===== config.mk =====
export PLATFORM = sky130hd
export DESIGN_NAME = cfg_cmd_exec
export DESIGN_NICKNAME = d
export VERILOG_FILES = /design/src/rtl/cfg_cmd_pkg.sv /design/src/rtl/cfg_cmd_decode.sv /design/src/rtl/cfg_bus_timer.sv /design/src/rtl/cfg_cmd_exec.sv
export SDC_FILE = /design/constraint.sdc
export NUM_CORES = 1
export LEC_CHECK = 0
export BUFFER_PORTS_ARGS = -buffer_cell sky130_fd_sc_hd__buf_2
export CORE_MARGIN = 2
export CORE_UTILIZATION = 35
export DETAILED_ROUTE_END_ITERATION = 12
export PLACE_DENSITY = 0.6
export SETUP_SLACK_MARGIN = 0.3
export SLEW_MARGIN = 20
export SYNTH_ARGS = -nofsm -noshare
export SYNTH_HDL_FRONTEND = slang
export SYNTH_SLANG_ARGS = --single-unit

===== constraint.sdc =====
create_clock -name clk -period 2 [get_ports clk]
set_input_delay 0.4 -clock clk [delete_from_list [all_inputs] [get_ports clk]]
set_output_delay 0.4 -clock clk [all_outputs]
set_load 0.005 [all_outputs]

===== src/rtl/cfg_cmd_pkg.sv =====
// Shared constants and types for the frame command executor.
// Assumes 8-bit opcodes and 8-bit status codes as seen by the frame paths.
package cfg_cmd_pkg;
    localparam logic [7:0] OP_READ  = 8'h52;
    localparam logic [7:0] OP_WRITE = 8'h57;

    localparam logic [7:0] ST_OK     = 8'h00;
    localparam logic [7:0] ST_BUSERR = 8'h01;
    localparam logic [7:0] ST_TMO    = 8'h02;
    localparam logic [7:0] ST_BADOP  = 8'h03;

    typedef enum logic [1:0] {
        EX_IDLE = 2'd0,
        EX_BUS  = 2'd1,
        EX_RESP = 2'd2
    } exec_state_e;
endpackage


===== src/rtl/cfg_cmd_decode.sv =====
// Opcode classifier: tells read, write and unknown opcodes apart.
// Pure combinational; assumes the opcode is stable while it is examined.
module cfg_cmd_decode
    import cfg_cmd_pkg::*;
(
    input  logic [7:0] op,
    output logic       is_read,
    output logic       is_write,
    output logic       is_known
);
    // Match the two supported opcodes.
    always_comb begin
        is_read  = (op == OP_READ);
        is_write = (op == OP_WRITE);
        is_known = is_read || is_write;
    end
endmodule


===== src/rtl/cfg_bus_timer.sv =====
// Bus watchdog: counts clocks while a cycle runs and flags the last allowed one.
// Assumes run stays high for the whole cycle; the count clears when run drops.
module cfg_bus_timer #(
    parameter int TIMEOUT = 256
) (
    input  logic clk,
    input  logic rst_n,
    input  logic run,
    output logic expire
);
    localparam int CW = (TIMEOUT > 1) ? $clog2(TIMEOUT) : 1;
    localparam logic [CW-1:0] LAST = CW'(TIMEOUT - 1);

    logic [CW-1:0] cnt;

    // Count clocks spent in the current bus cycle.
    always_ff @(posedge clk) begin
        if (!rst_n || !run) begin
            cnt <= '0;
        end else if (cnt != LAST) begin
            cnt <= cnt + 1'b1;
        end
    end

    // Flag the final clock the cycle may stay open.
    always_comb expire = run && (cnt == LAST);
endmodule


===== src/rtl/cfg_cmd_exec.sv =====
// Frame command executor: takes one read or write command, runs a single
// bus master cycle, and holds a plaintext response until it is consumed.
// Assumes the slave answers with ack or err only while cyc is high; a cycle
// with no answer is closed after TIMEOUT clocks.
module cfg_cmd_exec
    import cfg_cmd_pkg::*;
#(
    parameter int ADDR_W  = 16,
    parameter int DATA_W  = 32,
    parameter int TIMEOUT = 256
) (
    input  logic              clk,
    input  logic              rst_n,
    input  logic              cmd_valid,
    output logic              cmd_ready,
    input  logic [7:0]        cmd_op,
    input  logic [ADDR_W-1:0] cmd_addr,
    input  logic [DATA_W-1:0] cmd_wdata,
    output logic              wb_cyc,
    output logic              wb_stb,
    output logic              wb_we,
    output logic [ADDR_W-1:0] wb_adr,
    output logic [DATA_W-1:0] wb_dat_o,
    input  logic [DATA_W-1:0] wb_dat_i,
    input  logic              wb_ack,
    input  logic              wb_err,
    output logic              rsp_valid,
    input  logic              rsp_ready,
    output logic [7:0]        rsp_op,
    output logic [7:0]        rsp_status,
    output logic [ADDR_W-1:0] rsp_addr,
    output logic [DATA_W-1:0] rsp_data
);
    exec_state_e       state;
    logic [7:0]        op_q;
    logic [ADDR_W-1:0] adr_q;
    logic [DATA_W-1:0] wd_q;
    logic              we_q;
    logic [7:0]        status_q;
    logic [DATA_W-1:0] data_q;

    logic dec_read, dec_write, dec_known;
    logic tmo_expire;
    logic [7:0]        end_status;
    logic [DATA_W-1:0] end_data;
    logic              bus_done;

    cfg_cmd_decode u_decode (
        .op       (cmd_op),
        .is_read  (dec_read),
        .is_write (dec_write),
        .is_known (dec_known)
    );

    cfg_bus_timer #(.TIMEOUT(TIMEOUT)) u_timer (
        .clk    (clk),
        .rst_n  (rst_n),
        .run    (state == EX_BUS),
        .expire (tmo_expire)
    );

    // Pick the outcome of the bus cycle: err beats ack, ack beats timeout.
    always_comb begin
        bus_done   = wb_err || wb_ack || tmo_expire;
        end_status = ST_OK;
        end_data   = we_q ? wd_q : '0;
        if (wb_err) begin
            end_status = ST_BUSERR;
        end else if (wb_ack) begin
            end_status = ST_OK;
            end_data   = we_q ? wd_q : wb_dat_i;
        end else if (tmo_expire) begin
            end_status = ST_TMO;
        end
    end

    // Command acceptance, bus cycle tracking and response holding.
    always_ff @(posedge clk) begin
        if (!rst_n) begin
            state    <= EX_IDLE;
            op_q     <= '0;
            adr_q    <= '0;
            wd_q     <= '0;
            we_q     <= 1'b0;
            status_q <= ST_OK;
            data_q   <= '0;
        end else begin
            case (state)
                EX_IDLE: begin
                    if (cmd_valid) begin
                        op_q  <= cmd_op;
                        adr_q <= cmd_addr;
                        wd_q  <= cmd_wdata;
                        we_q  <= dec_write && !dec_read;
                        if (dec_known) begin
                            state <= EX_BUS;
                        end else begin
                            status_q <= ST_BADOP;
                            data_q   <= '0;
                            state    <= EX_RESP;
                        end
                    end
                end
                EX_BUS: begin
                    if (bus_done) begin
                        status_q <= end_status;
                        data_q   <= end_data;
                        state    <= EX_RESP;
                    end
                end
                EX_RESP: begin
                    if (rsp_ready) begin
                        state <= EX_IDLE;
                    end
                end
                default: state <= EX_IDLE;
            endcase
        end
    end

    // Drive bus and response ports from the held command.
    always_comb begin
        cmd_ready  = (state == EX_IDLE);
        wb_cyc     = (state == EX_BUS);
        wb_stb     = (state == EX_BUS);
        wb_we      = we_q;
        wb_adr     = adr_q;
        wb_dat_o   = wd_q;
        rsp_valid  = (state == EX_RESP);
        rsp_op     = op_q;
        rsp_status = status_q;
        rsp_addr   = adr_q;
        rsp_data   = data_q;
    end
endmodule


==> results of run 1 <==
==> sequential cells by signal, indices dropped and copies added (netlist names) <==
signal and cells:
rsp_addr 16, rsp_data 32, rsp_op 8, rsp_status 2, state 2, u_timer.cnt 8, wb_dat_o 32, wb_we 1
==> power groups by stage <==
stage / logic [uW] / registers, uW / clock network (uW)
6_report: 489 / 2140 / 1870
5_1_grt: 541 / 2150 / 2010
4_1_cts: 489 / 2140 / 1930
3_5_place_dp: 486 / 2180 / 0
3_3_place_gp: 482 / 2180 / 0
2_1_floorplan: 262 / 2180 / 0
==> stage by stage <==
step                      power [uW]  cells  hold slack (ps)  util (%)
after floorplan                 2445    477            444.7         -
after global placement          2661    777            436.2     44.62
after detailed placement        2669    777            444.0     44.62
after CTS                       4554    795            262.6     47.62
after global routing            4701    799            275.7     48.17
final                           4498    799            272.5     48.17
==> routing by layer <==
layer	wire length (um)	GRT usage, %	up-vias	part of all wire (%)
li1	-	-	1961	-
met1	5269	23.74	1774	43
met2	5906	30.78	135	48
met3	833	5.562	19	6.8
met4	284	8.862	0	2.3
met5	0	0	-	0
==> cells by family (layout without fill, tap and decap cells) <==
logic type	after synthesis	count (layout)	synth area share, %
other cells	1	6	0.09088
buf+inv	61	239	8.975
flops	101	101	49.00
mux	2	2	0.4852
simple gates	163	164	17.53
xor+xnor	6	6	1.273
compound gates	137	137	22.35
fa+ha+maj	1	1	0.3032
==> timing repair <==
action                     CTS  global route
setup endpoints to repair   37            37
buffers inserted             2             3
gates cloned                 0             1
pin swaps                    1             2
resized for setup            4             7
==> critical path, stage by stage, from the launching register on <==
cell and delay, ps:
dfxtp_1 540, nor2b_1 230, buf_2 140
==> final timing paths <==
check | startpoint | end | slack [ps] | cells past startpoint
max | state[1] | rsp_valid | 330 | 2
max reg2reg | u_timer.cnt[1] | rsp_data[26] | 400 | 7
min reg2reg | rsp_op[2] | rsp_op[2] | 450 | 2
min | cmd_wdata[22] | wb_dat_o[22] | 270 | 3
==> final cells by class <==
cell class / instances / area (sq um) / area share [%]
sequential: 101 / 2023 / 36.63
multi-input combinational: 316 / 1808 / 32.73
timing repair buffer: 220 / 1186 / 21.47
clock buffer: 10 / 229.0 / 4.145
tap: 143 / 178.9 / 3.239
clock inverter: 6 / 87.58 / 1.586
inverter: 3 / 11.26 / 0.2039
==> cells in the final DEF, fill, tap and decap left out, types with 3 or more instances in the layout <==
| master | synthesis | final |
|---|---|---|
| buf_2 | 11 | 204 |
| nand2_1 | 125 | 124 |
| dfxtp_1 | 101 | 100 |
| a21oi_1 | 62 | 62 |
| a22oi_1 | 23 | 23 |
| o2bb2ai_1 | 23 | 23 |
| buf_4 | 28 | 11 |
| nand4_1 | 10 | 10 |
| a22o_1 | 9 | 9 |
| o21ai_1 | 9 | 9 |
| clkbuf_16 | 0 | 9 |
| nor2_1 | 8 | 7 |
| conb_1 | 1 | 6 |
| xnor2_1 | 5 | 5 |
| nor2b_1 | 4 | 4 |
| nand3_1 | 4 | 4 |
| clkinvlp_4 | 0 | 3 |
| buf_12 | 0 | 3 |
==> results.toml, run 1 <==
[clocking]
cts_tree = "yes"
cts_inserted_buffers = 9
clk_latency_ps = 360
cts_root_buf = "clkbuf_16"
cts.sinks = 101
hold_buffers = 0
clk_path_buf_depth = 2
clk_pin_slew_worst_paths_ps = 70
htreeDepth = 3

[sta]
tns_ps = 0
drv_slew = 0
tightest_slew_ps = 501.3
setup_viol = 0
fin_crit_ps = 1672
max_slew_margin_pct = 66.47
worst_slack_ps = 327.7
fmax_mhz = 598.0
rsz0062_at_grt = "true"
hold_viol = 0
fin_skew_ps = 5.901
fin_crit_sh_pct = 83.62

[detailed_routing]
first_iter_violations = 164
drt_pass1_iterations = 4
ant_nets = 0
drc_errors = 0
post_drt_wl_per_cell_um = 15.39
num_vias = 3889
viasPerCell = 4.867
wirelength_mm = 12.29

[floorplan]
initial_core_util_pct = 35.98
core_sq_um = 11470
row_count = 39
num_io_pins = 211
fp.dieW_um = 112.6
dieArea_sq_um = 12670
die_y_um = 112.6

[grt]
grt_pass1_wl_mm = 19.11
antenna_found_initial = 0
grt_remaining_overflow = 0
track_usage_pct = 19.16
grt_max_degree = 35
grt_pass1_vias = 3732

[yosys]
yosysUniqueCellTypes = 41
synth_edf_count = 0
netlist_instances = 472
async_flop_share_pct = 0
synth_top_area_cell = "dfxtp_1"
synth_area_leaders = "dfxtp_1 (49%), nand2_1 (11%), a21oi_1 (7.5%), buf_4 (5.1%), o2bb2ai_1 (4.9%)"
synth_seq_cells = 101
ys_seq_area_share_pct = 49.00
syn-cell-area_sq_um = 4126
yosys.cell_count.top_type = "nand2_1"
ys.flop_type = "dfxtp_1"
yosys_warnings = 0
yosys-top-cells-count = "nand2_1 (125), dfxtp_1 (101), a21oi_1 (62)"
avgSynthCellArea_sq_um = 8.742
synth_top_area_share_pct = 49.00

[final_layout]
layout.nets = 746
final_area_sq_um = 5524
fillers = 1132
insertedDiodeCount = 0
drive_gt1_share_pct = 38.26
area_growth_pct = 33.87

[placement]
place_hpwl_mm = 8.880
place_area_sq_um = 5116
gp_congestion = 0.8265
dpl_worst_slack_ps = 81.59
portBuffers = 204

[flow_run]
drv_cap = 0

[power_and_ir_drop]
ir_drop_mv = 0.4585
p_seq_share_pct = 47.5
power_frac_clock_pct = 41.6
sw_frac_of_total_pct = 24.35
p_switching_uw = 1095
powerDensity_nw_per_um2 = 814.2
combPwrFrac_pct = 10.9
p_leak_uw = 0.002535
p_int_uw = 3403

[worst_setup_path]
critical_path_class = "register to output port"
critPathCaptureType = "output port"
cp_data_required_time_ps = 1600
cp-start-kind = "register"
crit_arrival_ps = 1270
crit_path_max_fanout = 6

[status]
status = "complete, no violations"

[hold_path]
min_path_type = "input port to register"
(Power assumes the default switching activity.)
==> run 2, diff against run 1 <==
Settings changed: PLACE_DENSITY 0.6 to 0.63.
Clock period 2 ns to 1.4 ns, I/O delays scaled along.
==> run 2 against run 1 <==
Compared with the run above:
- via count up 8.8%
- largest power group unchanged
- wire length rose by 8.7%
- critical endpoint is now state[1]
- critical path type is now register to register
- total power rose by 44%
- design area grew 13%
==> results.toml, run 2 (synthesis results as in run 1) <==
[power_and_ir_drop]
combPwrFrac_pct = 12.6
p_switching_uw = 1545
p_leak_uw = 0.002887
p_seq_share_pct = 47.4
power_frac_clock_pct = 40.0
p_int_uw = 4931
sw_frac_of_total_pct = 23.86
ir_drop_mv = 0.5100
powerDensity_nw_per_um2 = 1040

[detailed_routing]
post_drt_wl_per_cell_um = 15.80
drc_errors = 0
first_iter_violations = 241
viasPerCell = 5.004
ant_nets = 0
wirelength_mm = 13.37
num_vias = 4233
drt_pass1_iterations = 5

[clocking]
cts_inserted_buffers = 9
clk_latency_ps = 340
clk_pin_slew_worst_paths_ps = 70
cts.sinks = 101
cts_root_buf = "clkbuf_16"
htreeDepth = 3
hold_buffers = 0
cts_tree = "yes"
clk_path_buf_depth = 2

[placement]
place_hpwl_mm = 9.265
gp_congestion = 0.8022
dpl_worst_slack_ps = -100.6
portBuffers = 204

[sta]
fin_skew_ps = 8.751
hold_viol = 0
fin_crit_sh_pct = 99.69
worst_slack_ps = 4.311
drv_slew = 0
fin_crit_ps = 1396
tns_ps = 0
setup_viol = 0
fmax_mhz = 716.5
rsz0062_at_grt = "true"

[final_layout]
drive_gt1_share_pct = 55.62
layout.nets = 793
area_growth_pct = 50.94
insertedDiodeCount = 0
mostFrequentLayoutCells = "buf_2 (196), nand2_1 (123), dfxtp_2 (71)"
layout_commonest_cell = "buf_2"

[grt]
grt_max_degree = 44
grt_pass1_vias = 4071
grt_pass1_wl_mm = 20.38
grt_remaining_overflow = 0
antenna_found_initial = 0
track_usage_pct = 20.01

[status]
status = "complete, no violations"

[hold_path]
min_path_type = "input port to register"

[worst_setup_path]
critical_path_class = "register to register"
critPathCaptureType = "register"
cp_data_required_time_ps = 1640
crit_arrival_ps = 1630
crit_path_max_fanout = 6
cp-start-kind = "register"

[floorplan]
die_y_um = 112.6
num_io_pins = 211
dieArea_sq_um = 12670
row_count = 39
core_sq_um = 11470
initial_core_util_pct = 35.98
fp.dieW_um = 112.6

[flow_run]
drv_cap = 0
-- run 2: cell count changes in the layout (fill, tap and decap cells not counted), moves of 8 or more --
cell	delta
dfxtp_1	-73
dfxtp_2	+70
buf_4	+37
buf_6	+13
buf_2	-8
-- run 2: path summary, 6_finish.rpt --
kind	from	endpoint	slack, ps	cells past startpoint
max	state[0]	state[1]	4	5
min	cmd_wdata[17]	wb_dat_o[17]	170	3
max reg2reg	state[0]	state[1]	4	5
min reg2reg	rsp_op[0]	rsp_op[0]	450	2
-- run 2: what timing repair did --
item | in CTS | in global routing
pin swaps | 10 | 8
gates resized for setup | 35 | 82
setup buffers | 9 | 20
setup endpoints to repair | 141 | 187
gates cloned | 1 | 1
-- run 2: per-layer routing --
layer | GRT usage (%) | vias up | share of wire (%)
met5 | 0 | - | 0
li1 | - | 2059 | -
met4 | 6.667 | 0 | 1.7
met2 | 34.25 | 155 | 49
met3 | 4.212 | 18 | 6.0
met1 | 25.09 | 2001 | 43
-- run 2: final cells by class --
| class | count | area (sq um) |
|---|---|---|
| fillers | 1034 | 5239 |
| flip-flops and latches | 101 | 2122 |
| inverters | 3 | 13.76 |
| multi-input cells | 316 | 1923 |
| well taps | 143 | 178.9 |
| clock buffers | 13 | 270.3 |
| repair buffers | 267 | 1678 |
| clock inverters | 3 | 42.54 |
-- run 2: worst max-delay path, stage by stage, from the launching register on --
cell and delay, ps:
dfxtp_4 380, nor3b_4 260, o211ai_4 170, buf_4 170, and2_4 170, o21a_1 160
-- run 2: power groups by stage --
stage | Combinational (uW) | Clock (uW) | Sequential, uW
finish | 815 | 2590 | 3070
global route | 897 | 2750 | 3080
CTS | 754 | 2630 | 3050
detailed placement | 722 | 0 | 3120
global placement | 712 | 0 | 3120
floorplan | 387 | 0 | 3120
-- run 2: metrics by stage --
step | cells | instance area (sq um) | utilization [%] | hold WS (ps) | total power, uW
2_1_floorplan | 477 | 4215 | - | 416.0 | 3507
3_3_place_gp | 799 | 5356 | 46.71 | 439.8 | 3827
3_5_place_dp | 799 | 5356 | 46.71 | 441.4 | 3842
4_1_cts | 825 | 5896 | 51.41 | 164.9 | 6431
5_1_grt | 846 | 6228 | 54.32 | 168.2 | 6731
6_report | 846 | 6228 | 54.32 | 168.4 | 6476
